## config.mk

```make
export PLATFORM = sky130hd
export DESIGN_NAME = sysrst_bus_gate
export DESIGN_NICKNAME = d
export VERILOG_FILES = /design/src/rtl/sysrst_bus_gate.sv
export SDC_FILE = /design/constraint.sdc
export NUM_CORES = 1
export LEC_CHECK = 0
export BUFFER_PORTS_ARGS = -buffer_cell sky130_fd_sc_hd__buf_2
export CAP_MARGIN = 20
export CELL_PAD_IN_SITES_DETAIL_PLACEMENT = 0
export CELL_PAD_IN_SITES_GLOBAL_PLACEMENT = 2
export CORE_MARGIN = 2
export CORE_UTILIZATION = 36
export DETAILED_ROUTE_END_ITERATION = 7
export GPL_TIMING_DRIVEN = 0
export PLACE_DENSITY = 0.84
export SYNTH_ARGS = -nofsm -noshare
export SYNTH_HDL_FRONTEND = slang
export SYNTH_SLANG_ARGS = --single-unit
```

## constraint.sdc

```tcl
create_clock -name clk -period 2.7 [get_ports clk]
set_input_delay 0.405 -clock clk [delete_from_list [all_inputs] [get_ports clk]]
set_output_delay 0.405 -clock clk [all_outputs]
set_load 0.05 [all_outputs]
```

## src/rtl/sysrst_bus_gate.sv

```systemverilog
module sysrst_bus_gate #(
  parameter int DEBOUNCE_TICKS = 16,
  parameter int TIMEOUT_TICKS  = 25,
  parameter int PULSE_TICKS    = 4
) (
  input  logic clk,
  input  logic rst_n,
  input  logic req_n,
  input  logic bus_idle,
  input  logic tick,
  output logic sys_rst,
  output logic forced
);

  localparam int MAX_A  = (DEBOUNCE_TICKS > TIMEOUT_TICKS) ? DEBOUNCE_TICKS : TIMEOUT_TICKS;
  localparam int MAX_T  = (MAX_A > PULSE_TICKS) ? MAX_A : PULSE_TICKS;
  localparam int CW     = $clog2(MAX_T + 1);

  typedef enum logic [2:0] {
    S_IDLE, S_DEBOUNCE, S_WAIT_BUS, S_ASSERT, S_HOLD
  } state_t;

  state_t        state;
  logic [CW-1:0] cnt;
  logic          sync1, req_s;
  logic [CW-1:0] limit;
  logic          at_limit;

  always_ff @(posedge clk or negedge rst_n)
    if (!rst_n) begin
      sync1 <= 1'b0;
      req_s <= 1'b0;
    end else begin
      sync1 <= ~req_n;
      req_s <= sync1;
    end

  always_comb
    case (state)
      S_DEBOUNCE: limit = CW'(DEBOUNCE_TICKS - 1);
      S_WAIT_BUS: limit = CW'(TIMEOUT_TICKS - 1);
      default:    limit = CW'(PULSE_TICKS - 1);
    endcase

  assign at_limit = tick && (cnt == limit);

  always_ff @(posedge clk or negedge rst_n)
    if (!rst_n) begin
      state  <= S_IDLE;
      cnt    <= '0;
      forced <= 1'b0;
    end else begin
      case (state)
        S_IDLE:
          if (req_s) begin
            state <= S_DEBOUNCE;
            cnt   <= '0;
          end
        S_DEBOUNCE:
          if (!req_s)
            state <= S_IDLE;
          else if (at_limit) begin
            state <= S_WAIT_BUS;
            cnt   <= '0;
          end else if (tick)
            cnt <= cnt + 1'b1;
        S_WAIT_BUS:
          if (bus_idle || at_limit) begin
            state  <= S_ASSERT;
            forced <= !bus_idle;
            cnt    <= '0;
          end else if (tick)
            cnt <= cnt + 1'b1;
        S_ASSERT:
          if (at_limit)
            state <= S_HOLD;
          else if (tick)
            cnt <= cnt + 1'b1;
        S_HOLD:
          if (!req_s)
            state <= S_IDLE;
        default:
          state <= S_IDLE;
      endcase
    end

  assign sys_rst = (state == S_ASSERT);

  assert_reset_needs_request_R2: assert property (@(posedge clk) disable iff (!rst_n)
    $rose(sys_rst) |-> $past(req_s) || $past(state) == S_WAIT_BUS);

  assert_glitch_no_reset_R2: assert property (@(posedge clk) disable iff (!rst_n)
    (state == S_DEBOUNCE && !req_s) |=> !sys_rst);

  assert_idle_starts_reset_R4: assert property (@(posedge clk) disable iff (!rst_n)
    (state == S_WAIT_BUS && bus_idle) |=> (sys_rst && !forced));

  assert_force_only_busy_R5: assert property (@(posedge clk) disable iff (!rst_n)
    ($rose(sys_rst) && forced) |-> !$past(bus_idle));

  assert_idle_wins_collision_R6: assert property (@(posedge clk) disable iff (!rst_n)
    (state == S_WAIT_BUS && bus_idle && tick) |=> !forced);

  assert_pulse_held_R7: assert property (@(posedge clk) disable iff (!rst_n)
    (sys_rst && !tick) |=> sys_rst);

  assert_hold_no_reset_R8: assert property (@(posedge clk) disable iff (!rst_n)
    (state == S_HOLD) |=> !sys_rst);

  assert_forced_stable_R9: assert property (@(posedge clk) disable iff (!rst_n)
    !(sys_rst && !$past(sys_rst)) |-> $stable(forced));

endmodule

```

# Word level (Yosys, flattened, before mapping)
# Cells that the tools add are included.
dict set report totals {
  ff_bits 11
  output_inout_bits 2
}
dict set report classes {
  addsub 1
  n_eq_ne 12
  mux 15
  bitwise_logic 1
  n_reduce_logical 8
}
# operator n
set ops {}
lappend ops {{2-to-1 mux 5 bit} 6}
lappend ops {{case mux 5 bit (4 select lines)} 1}
lappend ops {{2-to-1 mux 3 bit} 6}
lappend ops {{case mux 3 bit (5 select lines)} 1}
lappend ops {{!= test 2 bit, second input constant} 5}
lappend ops {{case mux 5 bit (2 select lines)} 1}
lappend ops {{equality test 3 x 2 -> 1 bit, second input constant} 2}
lappend ops {{adder 5 x 1 -> 5 bit, second input constant} 1}
lappend ops {{equality test 5 bit} 1}
lappend ops {{AND reduction 5 bit} 1}
lappend ops {{AND reduction 4 bit} 1}
lappend ops {{nonzero test 4 bit} 1}
lappend ops {{equality test 3 x 1 -> 1 bit, second input constant} 1}
lappend ops {{equality test 3 bit, second input constant} 1}
lappend ops {{zero test 3 bit} 1}
lappend ops {{!= test 3 bit, second input constant} 1}
lappend ops {{!= test 2 x 1 -> 1 bit, second input constant} 1}
lappend ops {{AND reduction 2 bit} 1}
lappend ops {{logical AND 1 bit} 1}
lappend ops {{zero test 1 bit} 1}
lappend ops {{logical OR 1 bit} 1}
lappend ops {{inverter 1 bit} 1}

# Longest topological paths before layout
# Gate-level depths: netlist of the first run.
dict set report depth {
  ltp_word 7
  mapped_depth 7
}

# Least setup slack after synthesis of the first run
# OpenSTA, ideal clock, no wires.
dict set report synth_path {
  path_kind {register to register}
  start {register state[1]}
  end {register forced}
  t_arrival_ps 1717
  required_ps 2620
  slack_ps 904
  stages_incl_launch_ff 8
  path_buffers 2
  synth_period_minus_slack_ps 1796
  path_cell_list {dfrtp_1 > buf_6 > nor3b_1 > a2111oi_1 > o221ai_1 > buf_2 > nor4b_1 > a2bb2oi_1}
}
dict set report synth_via {
  elab_chain_len 6
  elab_cells_between_ends 7
  classes_between {3 x eq/ne; 1 x mux; 3 x reduce/logical}
}
# element line_no
set synth_lines {}
lappend synth_lines {{start: declaration} 23} ;# state_t state;
lappend synth_lines {{start signal: assignment} 49} ;# state <= S_IDLE;
lappend synth_lines {{start signal: assignment} 56} ;# state <= S_DEBOUNCE;
lappend synth_lines {{start signal: assignment} 61} ;# state <= S_IDLE;
lappend synth_lines {{equality test 3 x 2 -> 1 bit / equality test 3 x 1 -> 1 bit (equally long branches)} {39, 53}}
lappend synth_lines {{case mux 5 bit (2 select lines)} 39} ;# case (state)
lappend synth_lines {{equality test 5 bit} 45} ;# assign at_limit = tick && (cnt == limit);
lappend synth_lines {{logical AND 1 bit} 45}
lappend synth_lines {{logical OR 1 bit} 68} ;# if (bus_idle || at_limit) begin
lappend synth_lines {{AND reduction 2 bit (no source line) *} -}
lappend synth_lines {{end signal: assignment} 70} ;# forced <= !bus_idle;
lappend synth_lines {{end: declaration} 12} ;# output logic forced
# Mark *: on every way between the ends. The rest lies on a longest branch, timed or not.
# A chain may end at the register's enable or synchronous reset.

# Worst setup path after layout of the first run
dict set report layout_path {
  start {register state[2]}
  end {register forced}
}
# Same word-level chain as after synthesis.

==> metrics.log, run 1 <==
[metrics] number of vias after detailed routing: 553
[metrics] Clock Latency Late Sink: 0.26 ns
[metrics] I/O pins: 7
[metrics] post-synthesis cell area: 633.1 um^2
[metrics] pre-CTS setup slack: 0.7275 ns
[metrics] sequential area share after synthesis: 0.4348
[metrics] largest area contributor in the netlist: dfrtp_1
[metrics] final setup violating endpoints: 0
[metrics] sum of buffers and inverters on the critical path: 2
[metrics] number of detailed-routing iterations run before antenna repair: 4
[metrics] maximum vdd drop: 0.3195 mV
[metrics] Die Height: 45.94 um
[metrics] commonest cells after routing, fill and taps aside: dfrtp_1, nor2_1, buf_2
[metrics] setup repair after global routing missed its margin: no
[metrics] Worst R2R Start: state[2]
[metrics] critical setup path kind: register to register
[metrics] Overall Power: 719.9 uW
[metrics] CP max-delay cell: dfrtp_1
[metrics] DR WL/cell: 12.92 um
[metrics] non-filler cells, final: 97
[metrics] share of the synthesized area in the top cell type: 0.4348
[metrics] result of the run: finished, final reports clean
[metrics] port buffer count: 6
[metrics] Final min period: 1.996 ns
[metrics] hold buffers post-CTS: 0
[metrics] arrival time worst endpoint: 2.18 ns
[metrics] number of diodes: 0
[metrics] Pwr per Cell Area: 1013 nW/um^2
[metrics] biggest fanout along the worst timing path: 10
[metrics] clock sink total: 11
[metrics] effective utilization at floorplan: 0.3748
[metrics] Worst Reg2Reg Path Length in Cells: 7
[metrics] Congestion Overflow GR: 0
[metrics] number of global-route vias before repair: 442
[metrics] Total Die Area: 2110 um^2
[metrics] max-slew violation count: 0
[metrics] row count: 15
[metrics] transition at the pin with the smallest max-transition slack: 0.4249 ns
[metrics] # Post-CTS Setup Buffers: 0
[metrics] violation count after the first detailed-route iteration: 22
[metrics] clock-pin slew on the worst setup and hold paths: 0.07 ns
[metrics] Finished Core Util: 0.4207
[metrics] drc violations: 0
[metrics] average via count per standard cell: 5.701
[metrics] Data required, critical path: 2.89 ns
[metrics] maximum level of the CTS H-tree: 1
[metrics] pin count of the biggest net entering global routing: 12
[metrics] first-pass GRT wire length: 2.028 mm
[metrics] summed negative setup slack over all endpoints: 0 ns
[metrics] total track usage: 0.1396
[metrics] Hold Violations, Final: 0
[metrics] leakage power figure: 0.3185 nW
[metrics] cell total after placement: 93
[metrics] Root Driver: clkbuf_4
[metrics] fraction of final layout cells sized beyond drive strength 1: 0.1625
[metrics] most common cell after layout, fill and taps aside: dfrtp_1
[metrics] Gates resized, CTS repair: 0
[metrics] worst-case clock skew: 0.004605 ns
[metrics] worst max-slew margin expressed relative to the limit: 0.7148
[metrics] layout overhead on the synthesized area: 12.25%
[metrics] Hold Crit Class: primary input to async pin
[metrics] Floorplan Core Area: 1689 um^2
[metrics] number of distinct standard cells referenced by the synthesized netlist: 32
[metrics] initial antenna violation count: 0
[metrics] Filler Cell Count: 174
[metrics] detailed-placement wirelength estimate: 908.6 um
[metrics] startpoint type of the worst setup path: register
[metrics] family of cells with the greatest summed delay on the critical path: simple AND/OR/NAND/NOR gates
[metrics] flop-to-flop setup slack: 0.70 ns
[metrics] smallest setup slack after layout: 0.7036 ns
[metrics] Crit path top cell by count: buf_2
[metrics] gate count after technology mapping: 70
[metrics] MaxCap Viol Count: 0
[metrics] Crit path depth: 7
[metrics] worst-path cell chain: buf_2, nor3b_1, and4_1, o221ai_1, buf_2, nor4b_1, a2bb2oi_1
[metrics] total number of yosys warnings: 0
[metrics] Area contributors post-synth: dfrtp_1, nor2_1, nand2_1, o221ai_1, inv_1
[metrics] syn_area_per_cell: 9.044 um^2
[metrics] aggregate routed wire length: 1.253 mm
[metrics] Critical path origin: state[2]
[metrics] share of the clock period used by the worst path after layout: 0.7394
[metrics] routability-driven placement congestion ratio: 0.7979
[metrics] FF-to-FF End: forced
[metrics] end point of the critical path: forced
[metrics] fmax: 500.9 MHz
[metrics] remaining antenna violation count: 0
[metrics] delay contributed by the slowest stage of the critical path: 0.38 ns
[metrics] Final #Nets: 87
[metrics] die width: 45.94 um
[metrics] number of buffers created by CTS: 3
[metrics] syn_nets: 76
[metrics] crit path capture type: register
[metrics] maximum number of buffers from clock root to sink: 2
[metrics] TritonCTS clock tree: done
[metrics] Synth Register Bits: 11
area by class of cell:
class | count | area [um^2] | share of cell area
multi-input cells | 51 | 317.8 | 0.4472
repair buffers | 6 | 30.03 | 0.04225
inverters | 5 | 18.77 | 0.02641
clock buffers | 4 | 26.28 | 0.03697
well taps | 17 | 21.27 | 0.02993
plain buffers | 3 | 21.27 | 0.02993
flip-flops and latches | 11 | 275.3 | 0.3873
Yosys cell counts:
master	n
dfrtp_1	11
nor2_1	9
nand2_1	7
inv_1	5
o221ai_1	3
a31oi_1	2
buf_2	2
nand2b_1	2
nand3_1	2
nand4_1	2
nor3b_1	2
o211ai_1	2
o21ai_1	2
a2111oi_1	1
a211oi_1	1
a21oi_1	1
a2bb2oi_1	1
a31o_2	1
and2_1	1
and3_1	1
and4_1	1
and4b_1	1
buf_6	1
ha_1	1
mux2i_1	1
nand3b_1	1
nor2b_1	1
nor3_1	1
nor4_1	1
nor4b_1	1
o21a_1	1
o2bb2ai_1	1
metrics by stage:
stage | hold WS (ns) | area (um^2)
2_1_floorplan | 0.1094 | 633.1
3_3_place_gp | 0.2953 | 684.4
3_5_place_dp | 0.2973 | 684.4
4_1_cts | 0.007847 | 710.7
5_1_grt | 0.007160 | 710.7
6_report | 0.0006128 | 710.7
sequential cells by signal, summed over array words and instances, names as in the netlist:
signal,flops
state,3
forced,1
cnt,5
sync1,1
req_s,1
how the worst min path moves through the flow:
stage	end	slack, ns	depth (start not counted)
after global routing	forced	0.007	1
after detailed placement	forced	0.30	1
after CTS	cnt[4]	0.008	1
after global placement	state[0]	0.30	1
after floorplan	cnt[0]	0.11	0
final	cnt[0]	0.0006	1
worst reg2reg max path, cell delays in order (launching register included):
cell and delay, ns:
dfrtp_1 0.38, buf_2 0.17, nor3b_1 0.34, and4_1 0.25, o221ai_1 0.12, buf_2 0.22
nor4b_1 0.27, a2bb2oi_1 0.17
report_power, final:
| group | internal, mW | total, mW | leakage, nW | switching (mW) |
|---|---|---|---|---|
| registers | 0.215 | 0.275 | 0.140 | 0.0607 |
| logic | 0.125 | 0.333 | 0.164 | 0.208 |
| clock network | 0.0571 | 0.112 | 0.0150 | 0.0546 |
| total | 0.396 | 0.720 | 0.319 | 0.324 |
kinds of logic (layout without fill, tap and decap cells):
family,count (synthesis),in the layout,share of synthesized area
AND/OR/NAND/NOR,33,33,0.2767
multiplexers,1,1,0.01581
adder cells (fa/ha/maj),1,1,0.01976
buffers and inverters,8,18,0.06324
AO/OA/AOI/OAI,16,16,0.1897
flip-flops,11,11,0.4348
routing by layer:
metal | GRT usage | routed length (um) | up-vias | share of wire
met5 | 0 | 0 | - | 0
met4 | 0.06857 | 12 | 0 | 0.0096
met3 | 0.04762 | 100 | 2 | 0.080
met2 | 0.1750 | 520 | 22 | 0.42
met1 | 0.2073 | 620 | 251 | 0.49
li1 | - | - | 278 | -
No activity file was read; power rests on OpenSTA's default activity.
==> inputs of run 2 (changes only) <==
- CORE_UTILIZATION: 36 -> 33
- PLACE_DENSITY: 0.84 -> 0.78
- clock period: 2.7 -> 2 ns (I/O delays scaled with it)
==> metrics.log, run 2 (synthesis gave the netlist of run 1 again) <==
[metrics] fraction of final layout cells sized beyond drive strength 1: 0.3034
[metrics] I/O pins: 7
[metrics] die width: 47.80 um
[metrics] number of detailed-routing iterations run before antenna repair: 4
[metrics] maximum number of buffers from clock root to sink: 2
[metrics] Total Die Area: 2285 um^2
[metrics] arrival time worst endpoint: 2.05 ns
[metrics] clock sink total: 11
[metrics] Hold Violations, Final: 0
[metrics] Overall Power: 1.096 mW
[metrics] most common cell after layout, fill and taps aside: dfrtp_1
[metrics] Final #Nets: 96
[metrics] smallest setup slack after layout: 0.1023 ns
[metrics] pin count of the biggest net entering global routing: 12
[metrics] number of buffers created by CTS: 3
[metrics] result of the run: finished, final reports clean
[metrics] post-route cell area: 834.6 um^2
[metrics] leakage power figure: 0.3668 nW
[metrics] biggest fanout along the worst timing path: 4
[metrics] pre-CTS setup slack: 0.001509 ns
[metrics] routability-driven placement congestion ratio: 0.7998
[metrics] startpoint type of the worst setup path: register
[metrics] TritonCTS clock tree: done
[metrics] first-pass GRT wire length: 2.235 mm
[metrics] final setup violating endpoints: 0
[metrics] number of vias after detailed routing: 585
[metrics] Congestion Overflow GR: 0
[metrics] biggest regs: cnt (5), state (3)
[metrics] fmax: 526.9 MHz
[metrics] layout overhead on the synthesized area: 31.82%
[metrics] critical setup path kind: register to register
[metrics] clock-pin slew on the worst setup and hold paths: 0.08 ns
[metrics] Pwr per Cell Area: 1313 nW/um^2
[metrics] effective utilization at floorplan: 0.3589
[metrics] commonest cells after routing, fill and taps aside: dfrtp_1, nor2_1, buf_4
[metrics] DR WL/cell: 13.18 um
[metrics] Largest register FFs: 5
[metrics] Hold WS: 0.1689 ns
[metrics] number of diodes: 0
[metrics] detailed-placement wirelength estimate: 983.9 um
[metrics] Data required, critical path: 2.15 ns
[metrics] drc violations: 0
[metrics] MaxCap Viol Count: 0
[metrics] total track usage: 0.1483
[metrics] Floorplan Core Area: 1764 um^2
[metrics] remaining antenna violation count: 0
[metrics] row count: 15
[metrics] worst max-slew margin expressed relative to the limit: 0.6881
[metrics] port buffer count: 6
[metrics] max-slew violation count: 0
[metrics] Die Height: 47.80 um
[metrics] maximum vdd drop: 0.5563 mV
[metrics] number of global-route vias before repair: 471
[metrics] worst-case clock skew: 0.008287 ns
[metrics] Hold Crit Class: primary input to register
[metrics] Final min period: 1.898 ns
[metrics] Finished Core Util: 0.4731
[metrics] maximum level of the CTS H-tree: 1
[metrics] violation count after the first detailed-route iteration: 12
[metrics] Clock Latency Late Sink: 0.27 ns
[metrics] aggregate routed wire length: 1.502 mm
[metrics] crit path capture type: register
[metrics] Placed Area: 694.4 um^2
[metrics] share of the clock period used by the worst path after layout: 0.9489
[metrics] average via count per standard cell: 5.132
[metrics] Root Driver: clkbuf_4
[metrics] Top reg by flops: cnt
[metrics] initial antenna violation count: 0
[metrics] transition at the pin with the smallest max-transition slack: 0.4647 ns
==> run 2: changes by cell type in the layout (fill, tap and decap cells not counted), sizes merged <==
cell           delta
buf               +6
clkbuf            +1
clkdlybuf4s15     +1
dlygate4sd3       +1
==> run 2: worst paths after layout <==
| check | from | endpoint | slack, ns | cells after the start |
|---|---|---|---|---|
| max | state[0] | cnt[3] | 0.10 | 7 |
| min reg2reg | sync1 | req_s | 0.35 | 0 |
| min | req_n | sync1 | 0.17 | 2 |
| max reg2reg | state[0] | cnt[3] | 0.10 | 7 |
| max in group asynchronous | rst_n | state[0] | 1.34 | 2 |
| min in group asynchronous | rst_n | state[1] | 0.43 | 2 |
==> run 2: metrics by stage <==
step,TNS (ns),cells
final,0,114
after detailed placement,0,101
after floorplan,0,70
after CTS,0,106
after global routing,-0.02912,114
after global placement,-0.01761,101
==> run 2: final cells by class <==
cell class                      count  area (um^2)
Buffer                              3        26.28
Multi-Input combinational cell     51        351.6
Timing Repair Buffer               15        103.9
Tap cell                           25        31.28
Clock buffer                        4        26.28
Sequential cell                    11        276.5
Fill cell                         190        929.6
Inverter                            5        18.77
==> run 2: report_power, final <==
part           internal (mW)  switching (mW)
clock network         0.0772          0.0789
logic                  0.244           0.331
registers              0.292          0.0728
==> run 2: worst max-delay path, stage by stage, from the launching register on <==
cell and delay (ns):
dfrtp_2 0.43, nor3b_2 0.18, a2111oi_2 0.39, o221ai_2 0.19
clkdlybuf4s15_2 0.26, buf_4 0.14, nand3_1 0.07, o221ai_1 0.11
==> run 2: timing repair <==
action / in CTS / in global routing
setup endpoints to repair: 4 / 6
cloned: 0 / 1
gates resized for setup: 3 / 7
buffers inserted: 0 / 7
endpoints found under the hold margin: 11 / 0
hold buffers: 1 / 0
pin swaps: 1 / 3
==> run 2: metal layers <==
| metal | share of wire | GRT usage | vias to the layer above |
|---|---|---|---|
| met3 | 0.047 | 0.05660 | 2 |
| met1 | 0.54 | 0.2279 | 267 |
| li1 | - | - | 297 |
| met2 | 0.40 | 0.1947 | 19 |
| met5 | 0 | 0 | - |
| met4 | 0.0080 | 0.03243 | 0 |
